[src/rtl/xhalt_pkg.sv]
package xhalt_pkg;
  localparam int NUM_CPU    = 2;
  localparam int MAIN_IDX   = 0;
  localparam int RADIO_IDX  = 1;
  localparam int EN_LSB     = 2;
  localparam int STAT_LSB   = 4;
  localparam int STALL_BIT  = 6;
  localparam int DBGST_BIT  = 7;
  localparam int PULSE_BIT  = 8;
  localparam int USED_BITS  = 9;
  localparam logic [USED_BITS-1:0] WR_MASK   = 9'h1CF;
  localparam logic [USED_BITS-1:0] RST_VALUE = 9'h101;

  typedef struct packed {
    logic wrCtl;
    logic wake;
  } strobe_t;
endpackage

[src/rtl/xhalt_ctl.sv]
module xhalt_ctl
  import xhalt_pkg::*;
(
  input  logic               regWe,
  input  logic               wakeUp,
  input  logic [NUM_CPU-1:0] halted,
  input  logic [NUM_CPU-1:0] haltedQ,
  input  logic [NUM_CPU-1:0] dirEn,
  input  logic               pulseMode,
  output strobe_t            strobes,
  output logic [NUM_CPU-1:0] haltReq
);
  always_comb begin
    strobes       = '0;
    strobes.wrCtl = regWe;
    strobes.wake  = wakeUp;
  end

  for (genvar s = 0; s < NUM_CPU; s++) begin : g_dir
    logic event_s;
    assign event_s = pulseMode ? (halted[s] & ~haltedQ[s]) : halted[s];
    assign haltReq[NUM_CPU-1-s] = dirEn[s] & event_s;
  end
endmodule

[src/rtl/xhalt_dp.sv]
module xhalt_dp
  import xhalt_pkg::*;
#(
  parameter int DATA_W = 32
) (
  input  logic               clk,
  input  logic               rstN,
  input  strobe_t            strobes,
  input  logic [DATA_W-1:0]  wdata,
  input  logic [NUM_CPU-1:0] halted,
  input  logic               wakeFromDebug,
  output logic [NUM_CPU-1:0] haltedQ,
  output logic [NUM_CPU-1:0] dirEn,
  output logic               pulseMode,
  output logic               stall,
  output logic [DATA_W-1:0]  rdata
);
  localparam int PAD_W = DATA_W - USED_BITS;

  logic [USED_BITS-1:0] ctlQ, ctlNext;
  logic                 dbgCauseQ;
  logic                 stallNext;

  assign ctlNext = strobes.wrCtl ? (wdata[USED_BITS-1:0] & WR_MASK) : ctlQ;

  always_comb begin
    if (strobes.wake)
      stallNext = ctlNext[STALL_BIT] | (ctlNext[DBGST_BIT] & wakeFromDebug);
    else
      stallNext = stall & (ctlNext[STALL_BIT] | (ctlNext[DBGST_BIT] & dbgCauseQ));
  end

  always_ff @(posedge clk or negedge rstN) begin
    if (!rstN) begin
      ctlQ      <= RST_VALUE;
      haltedQ   <= '0;
      stall     <= 1'b0;
      dbgCauseQ <= 1'b0;
    end else begin
      ctlQ    <= ctlNext;
      haltedQ <= halted;
      stall   <= stallNext;
      if (strobes.wake) dbgCauseQ <= wakeFromDebug;
    end
  end

  assign dirEn     = ctlQ[EN_LSB +: NUM_CPU];
  assign pulseMode = ctlQ[PULSE_BIT];

  always_comb begin
    rdata = {{PAD_W{1'b0}}, ctlQ};
    rdata[STAT_LSB +: NUM_CPU] = haltedQ;
  end
endmodule

[src/rtl/xhalt_ctrl.sv]
module xhalt_ctrl
  import xhalt_pkg::*;
#(
  parameter int DATA_W = 32
) (
  input  logic              clk,
  input  logic              rstN,
  input  logic              regWe,
  input  logic [DATA_W-1:0] regWdata,
  output logic [DATA_W-1:0] regRdata,
  input  logic              mainHalted,
  input  logic              radioHalted,
  output logic              haltToMain,
  output logic              haltToRadio,
  input  logic              wakeUp,
  input  logic              wakeFromDebug,
  output logic              mainStall
);
  strobe_t            strobes;
  logic [NUM_CPU-1:0] halted, haltedQ, dirEn, haltReq;
  logic               pulseMode;

  assign halted[MAIN_IDX]  = mainHalted;
  assign halted[RADIO_IDX] = radioHalted;

  xhalt_ctl u_ctl (
    .regWe(regWe), .wakeUp(wakeUp), .halted(halted), .haltedQ(haltedQ),
    .dirEn(dirEn), .pulseMode(pulseMode), .strobes(strobes), .haltReq(haltReq)
  );

  xhalt_dp #(.DATA_W(DATA_W)) u_dp (
    .clk(clk), .rstN(rstN), .strobes(strobes), .wdata(regWdata),
    .halted(halted), .wakeFromDebug(wakeFromDebug), .haltedQ(haltedQ),
    .dirEn(dirEn), .pulseMode(pulseMode), .stall(mainStall), .rdata(regRdata)
  );

  assign haltToMain  = haltReq[MAIN_IDX];
  assign haltToRadio = haltReq[RADIO_IDX];
endmodule

[config.mk]
export PLATFORM = sky130hd
export DESIGN_NAME = xhalt_ctrl
export DESIGN_NICKNAME = d
export VERILOG_FILES = /design/src/rtl/xhalt_pkg.sv /design/src/rtl/xhalt_ctl.sv /design/src/rtl/xhalt_dp.sv /design/src/rtl/xhalt_ctrl.sv
export SDC_FILE = /design/constraint.sdc
export NUM_CORES = 1
export LEC_CHECK = 0
export BUFFER_PORTS_ARGS = -buffer_cell sky130_fd_sc_hd__buf_4
export CAP_MARGIN = 20
export CORE_AREA = 2 2 53 55
export CTS_CLUSTER_SIZE = 8
export DETAILED_ROUTE_END_ITERATION = 12
export DIE_AREA = 0 0 55 57
export PLACE_DENSITY = 0.65
export SYNTH_ARGS = -nofsm -noshare
export SYNTH_HDL_FRONTEND = slang
export SYNTH_SLANG_ARGS = --single-unit
[constraint.sdc]
create_clock -name clk -period 2 [get_ports clk]
set_input_delay 0.6 -clock clk [delete_from_list [all_inputs] [get_ports clk]]
set_output_delay 0.6 -clock clk [all_outputs]
set_load 0.05 [all_outputs]
==> results of run 1 <==
[per-layer routing]
| metal | part of all wire, % | global-route usage [%] |
|---|---|---|
| met1 | 33 | 6.87 |
| met2 | 54 | 12.1 |
| met3 | 13 | 1.31 |
| met4 | 0 | 3.14 |
| met5 | 0 | 0 |
[layout make-up]
| class | count | area share [%] |
|---|---|---|
| Clock buffer | 4 | 3.48 |
| Multi-Input combinational cell | 38 | 29.8 |
| Sequential cell | 11 | 36.8 |
| Tap cell | 31 | 5.13 |
| Timing Repair Buffer | 25 | 24.8 |
[stage by stage]
step / hold slack (ns) / std cells / util, % / area, um^2 / power [W]
2_1_floorplan: 0.304 / 74 / - / 694 / 0.000510
3_3_place_gp: 0.437 / 105 / 27.9 / 729 / 0.000535
6_report: 0.159 / 109 / 28.9 / 756 / 0.000677
4_1_cts: 0.158 / 109 / 28.9 / 756 / 0.000685
5_1_grt: 0.162 / 109 / 28.9 / 756 / 0.000709
3_5_place_dp: 0.443 / 105 / 27.9 / 729 / 0.000538
[registers in the layout, summed over array words and instances, names as in the netlist]
name and count:
u_dp.ctlQ 7, u_dp.dbgCauseQ 1, u_dp.haltedQ 2, u_dp.stall 1
[how the worst min path moves through the flow]
stage          cells past startpoint  start      endpoint  slack, ns
5_1_grt                            1   rstN  u_dp.ctlQ[7]       0.16
2_1_floorplan                      0   rstN  u_dp.ctlQ[1]       0.30
3_5_place_dp                       1   rstN  u_dp.ctlQ[2]       0.44
6_report                           1   rstN  u_dp.ctlQ[2]       0.16
4_1_cts                            1   rstN  u_dp.ctlQ[2]       0.16
3_3_place_gp                       1   rstN  u_dp.ctlQ[2]       0.44
[worst max-delay path, cell delays in order, from the launching register on]
cell and delay (ns):
dfstp_2 0.57, a21oi_2 0.06, buf_4 0.18
[logic make-up (layout without fill, tap and decap cells)]
kind of cell,Yosys count,in the layout
multiplexers,8,8
flip-flops,11,11
other,1,23
AO/OA/AOI/OAI,3,3
buffers and inverters,25,29
AND/OR/NAND/NOR,4,4
[synth_stat cells, drive strengths merged]
cell type	n
conb	1
dfrtp	9
nand2	2
nor2	2
a21oi	3
dfstp	2
mux2	8
buf	25
[where the power goes]
part           internal [W]  leakage [nW]  switching [W]  total, W
logic             0.0000660         0.249       0.000206  0.000272
registers          0.000247         0.126      0.0000142  0.000261
clock network     0.0000770        0.0150      0.0000668  0.000144
==> run metrics, run 1 <==
Routed WL 966 um; RSZ-0062 raised after global routing no; clk_skew roughly 0.00029 ns; Routed Antenna Nets 0; Cell Pwr Density around 900 nW/um^2; Worst-Skew Late Latency between 0.2 and 0.3 ns; core area about 2600 um^2; first drt pass iteration count 2; Worst Setup EP haltToRadio; WS Path Type flip-flop to output port; CTS tree done; worst setup path start u_dp.ctlQ[8]; Die Span Y about 57 um; mux cell area share after synthesis 16.1%; slack of the worst reg-to-reg path roughly 1.1 ns; filler cell count approximately 270; xor/xnor share of the synthesized area 0%; hold buffers post-CTS 0; gpl congestion slightly below 0.7; postcts setup bufs 0; critical path data required time roughly 1.4 ns; detailed-route DRC error count 0; first-pass GRT wire length about 1500 um; Seq/Total Area, Yosys between 40% and 50%; Slew Viols, Final 0; Setup crit end kind output port; WL/cell roughly 8.9 um; drt first-iter violations 1; CP Launch Type flip-flop; GRT Overall Usage roughly 6.6%; most frequent cells in the layout 25 x buf_4, 23 x conb_1, 9 x dfrtp_1; starting density of the core a little under a quarter; dpl ws 0.352 ns; FF-to-FF End u_dp.stall; fin nets around 120; # clock sinks 11; Multi-input gate area about 230 um^2; worst hold path class input port to asynchronous set/reset pin; vias per cell ~3.5; Post-Synth Adder-Cell Area 0%; share of post-route cells with drive strength above 1 approximately 53%; post-layout min period about 1.7 ns; Synth-to-Final Area Change 25.1%; number of I/O pins 74; DIE WIDTH about 55 um; compound-gate portion of the synthesized area 3.11%; cell accounting for the most synthesized area dfrtp_1; FF/Latch Area 278 um^2; maximum vdd drop roughly 420 uV; total global routing overflow 0; Mapped Avg Cell Area around 12 um^2; port bufs 25; largest cells by area after synthesis dfrtp_1 37%, buf_4 30%, mux2_2 11%, dfstp_2 8.7%, mux2_4 5.0%; Max Buffers Root-to-Sink 2; post-cts gate resize count 0; clock slew seen by the registers of the worst setup and hold paths 0.07 ns; diode count 0; Site Rows 19; commonest non-fill, non-tap cell in the layout buf_4; fmax 597 MHz; Synth top area share between 30% and 40%; Static Leak between 0.3 and 0.4 nW; r2r startpoint u_dp.ctlQ[7]; library cells used by synthesis 11; Fin Setup TNS 0 ns; CTS HTree Levels 1; fin crit share 83.7%; largest family of logic cells by synthesized area buffers and inverters; via count between 300 and 400; smallest setup slack after layout roughly 0.33 ns; initial antenna violation count 0; worst reg-to-reg path cell count 3; Arrival @ worst endpoint 1.07 ns; status complete, no violations; maxcap violations 0; CTS Buf Count 3; worst-path fanout max 4; Synth Register Bits 11; post-DP HPWL roughly 830 um; Fin. Hold Viols 0; Gate Count Post-Synth 52; Synth Warn # 0; largest net degree at the start of global routing 12; number of global-route vias before repair about 380; die area 3140 um^2; Root Buffer clkbuf_4; final setup vio count 0; Netlist Area Pre-Place about 600 um^2; Post-Synth Simple-Gate Area 2.48%
(Power assumes the default switching activity.)
==> run 2: changes to the inputs <==
--- a/config.mk
+++ b/config.mk
@@ -11,7 +11,7 @@
 export CTS_CLUSTER_SIZE = 8
 export DETAILED_ROUTE_END_ITERATION = 12
 export DIE_AREA = 0 0 55 57
-export PLACE_DENSITY = 0.65
+export PLACE_DENSITY = 0.67
 export SYNTH_ARGS = -nofsm -noshare
 export SYNTH_HDL_FRONTEND = slang
 export SYNTH_SLANG_ARGS = --single-unit
==> constraint.sdc (replaced) <==
create_clock -name clk -period 1.46 [get_ports clk]
set_input_delay 0.438 -clock clk [delete_from_list [all_inputs] [get_ports clk]]
set_output_delay 0.438 -clock clk [all_outputs]
set_load 0.05 [all_outputs]
==> run metrics, run 2 (synthesized netlist as in run 1, its figures left out) <==
status complete, but fails checks; violated checks negative setup slack; filler cell count 282; worst-path fanout max 4; WHS 0.282 ns; core area 2620 um^2; Worst path max stage delay about 0.6 ns; DIE WIDTH 55 um; post-DP HPWL between 700 and 800 um; Routed WL 967 um; maximum vdd drop roughly 600 uV; worst hold path class input port to flip-flop; Die Span Y approximately 57 um; worst-path cell chain buf_4; Multi-input gate area 240 um^2; first drt pass iteration count 1; Root Buffer clkbuf_4; CP Launch Type flip-flop; fin crit share 105%; Synth-to-Final Area Change 32.5%; Cell Pwr Density about 1200 nW/um^2; CTS HTree Levels 1; drt first-iter violations 0; Site Rows 19; number of global-route vias before repair 389; smallest setup slack after layout -0.0685 ns; CTS tree done; FF/Latch Area approximately 280 um^2; Sw Ratio between 40 and 50%; CP delay by family, top flip-flops; die area 3140 um^2; diode count 0; WL/cell between 8 and 9 um; Setup crit end kind output port; post-layout min period approximately 1.5 ns; Sequential Power Share a little under two fifths; Max Buffers Root-to-Sink 2; number of I/O pins 74; Top reg by flops u_dp.ctlQ; initial antenna violation count 0; total global routing overflow 0; port bufs 25; Fin. Hold Viols 0; count of buffer and inverter cells on the critical path 1; RSZ-0062 raised after global routing yes; clk_skew about 0.00024 ns; critical path data required time 1.02 ns; share of post-route cells with drive strength above 1 ~54%; GRT Overall Usage 6.75%; P_int 0.000547 W; most frequent cells in the layout 23 x conb_1, 23 x buf_4, 8 x dfrtp_1; Worst-Skew Late Latency between 0.2 and 0.3 ns; first-pass GRT wire length roughly 1500 um; starting density of the core a little under a quarter; Static Leak roughly 0.40 nW; clock slew seen by the registers of the worst setup and hold paths approximately 0.070 ns; vias per cell about 3.5; Largest register FFs 7; fin nets between 100 and 150; WS Path Type flip-flop to output port; biggest regs u_dp.ctlQ: 7 flops, u_dp.haltedQ: 2 flops; post-route cell area roughly 800 um^2; CTS Buf Count 3; Net Sw Power 0.000412 W; Slowest cell on crit path dfstp_2; fmax roughly 650 MHz; combinational power share 40.3%; final setup vio count 3; detailed-route DRC error count 0; largest net degree at the start of global routing 12; clock share of power a little over a fifth; Arrival @ worst endpoint between 1 and 1.5 ns; maxcap violations 0; Routed Antenna Nets 0; gpl congestion approximately 0.63; Slew Viols, Final 0; Post-DP Area roughly 750 um^2; # clock sinks 11; via count about 390
-- run 2: changes by cell type in the layout (fill, tap and decap cells not counted) --
cell,previous run,this run
dlygate4sd3_1,0,1
dfrtp_1,9,8
dfrtp_2,0,1
buf_6,0,3
a21oi_4,0,2
buf_4,25,23
a21oi_2,3,1
-- run 2: worst paths after layout --
kind                               from              end  slack (ns)  depth (start not counted)
setup / recovery           u_dp.ctlQ[8]      regRdata[8]       -0.07                          1
hold / removal              radioHalted  u_dp.haltedQ[1]        0.28                          1
setup reg to reg           u_dp.ctlQ[7]       u_dp.stall        0.53                          3
hold reg to reg            u_dp.ctlQ[1]     u_dp.ctlQ[1]        0.51                          1
max in group asynchronous          rstN     u_dp.ctlQ[8]        0.69                          2
min in group asynchronous          rstN     u_dp.ctlQ[6]        0.54                          2
-- run 2: final cells by class --
class                      instances  area share [%]
sequential                        11            34.8
multi-input combinational         38            30.0
timing repair buffer              27            27.0
tap                               31            4.84
clock buffer                       4            3.28
-- run 2: power by group through the flow --
stage                     Sequential, W  Clock, W  Combinational, W
after floorplan                0.000450         0          0.000256
after global routing           0.000366  0.000231          0.000406
after CTS                      0.000363  0.000219          0.000386
final                          0.000362  0.000209          0.000387
after global placement         0.000367         0          0.000373
after detailed placement       0.000368         0          0.000377
-- run 2: repair_timing --
item	in CTS	in global routing
endpoints found under the setup margin	3	4
buffers inserted	1	0
hold buffers	1	0
pin swaps	0	1
hold endpoints to repair	9	0
gates resized for setup	2	1
cloned	0	0
-- run 2: layer usage --
metal	wire (um)	track usage [%]	vias to the layer above
met3	109	1.05	3
met1	357	8.00	169
li1	-	-	175
met4	34	5.23	0
met5	0	0	-
met2	466	10.5	38
-- run 2: per-stage QoR --
step	setup TNS [ns]	utilization (%)	std cells	total power [W]	worst slack [ns]
finish	-0.201	30.6	111	0.000959	-0.0685
global route	-0.321	30.6	111	0.00100	-0.108
CTS	-0.273	30.5	111	0.000968	-0.0918
detailed placement	0	28.5	105	0.000745	0.100
global placement	0	28.5	105	0.000740	0.118
floorplan	-0.0909	-	74	0.000706	-0.0909
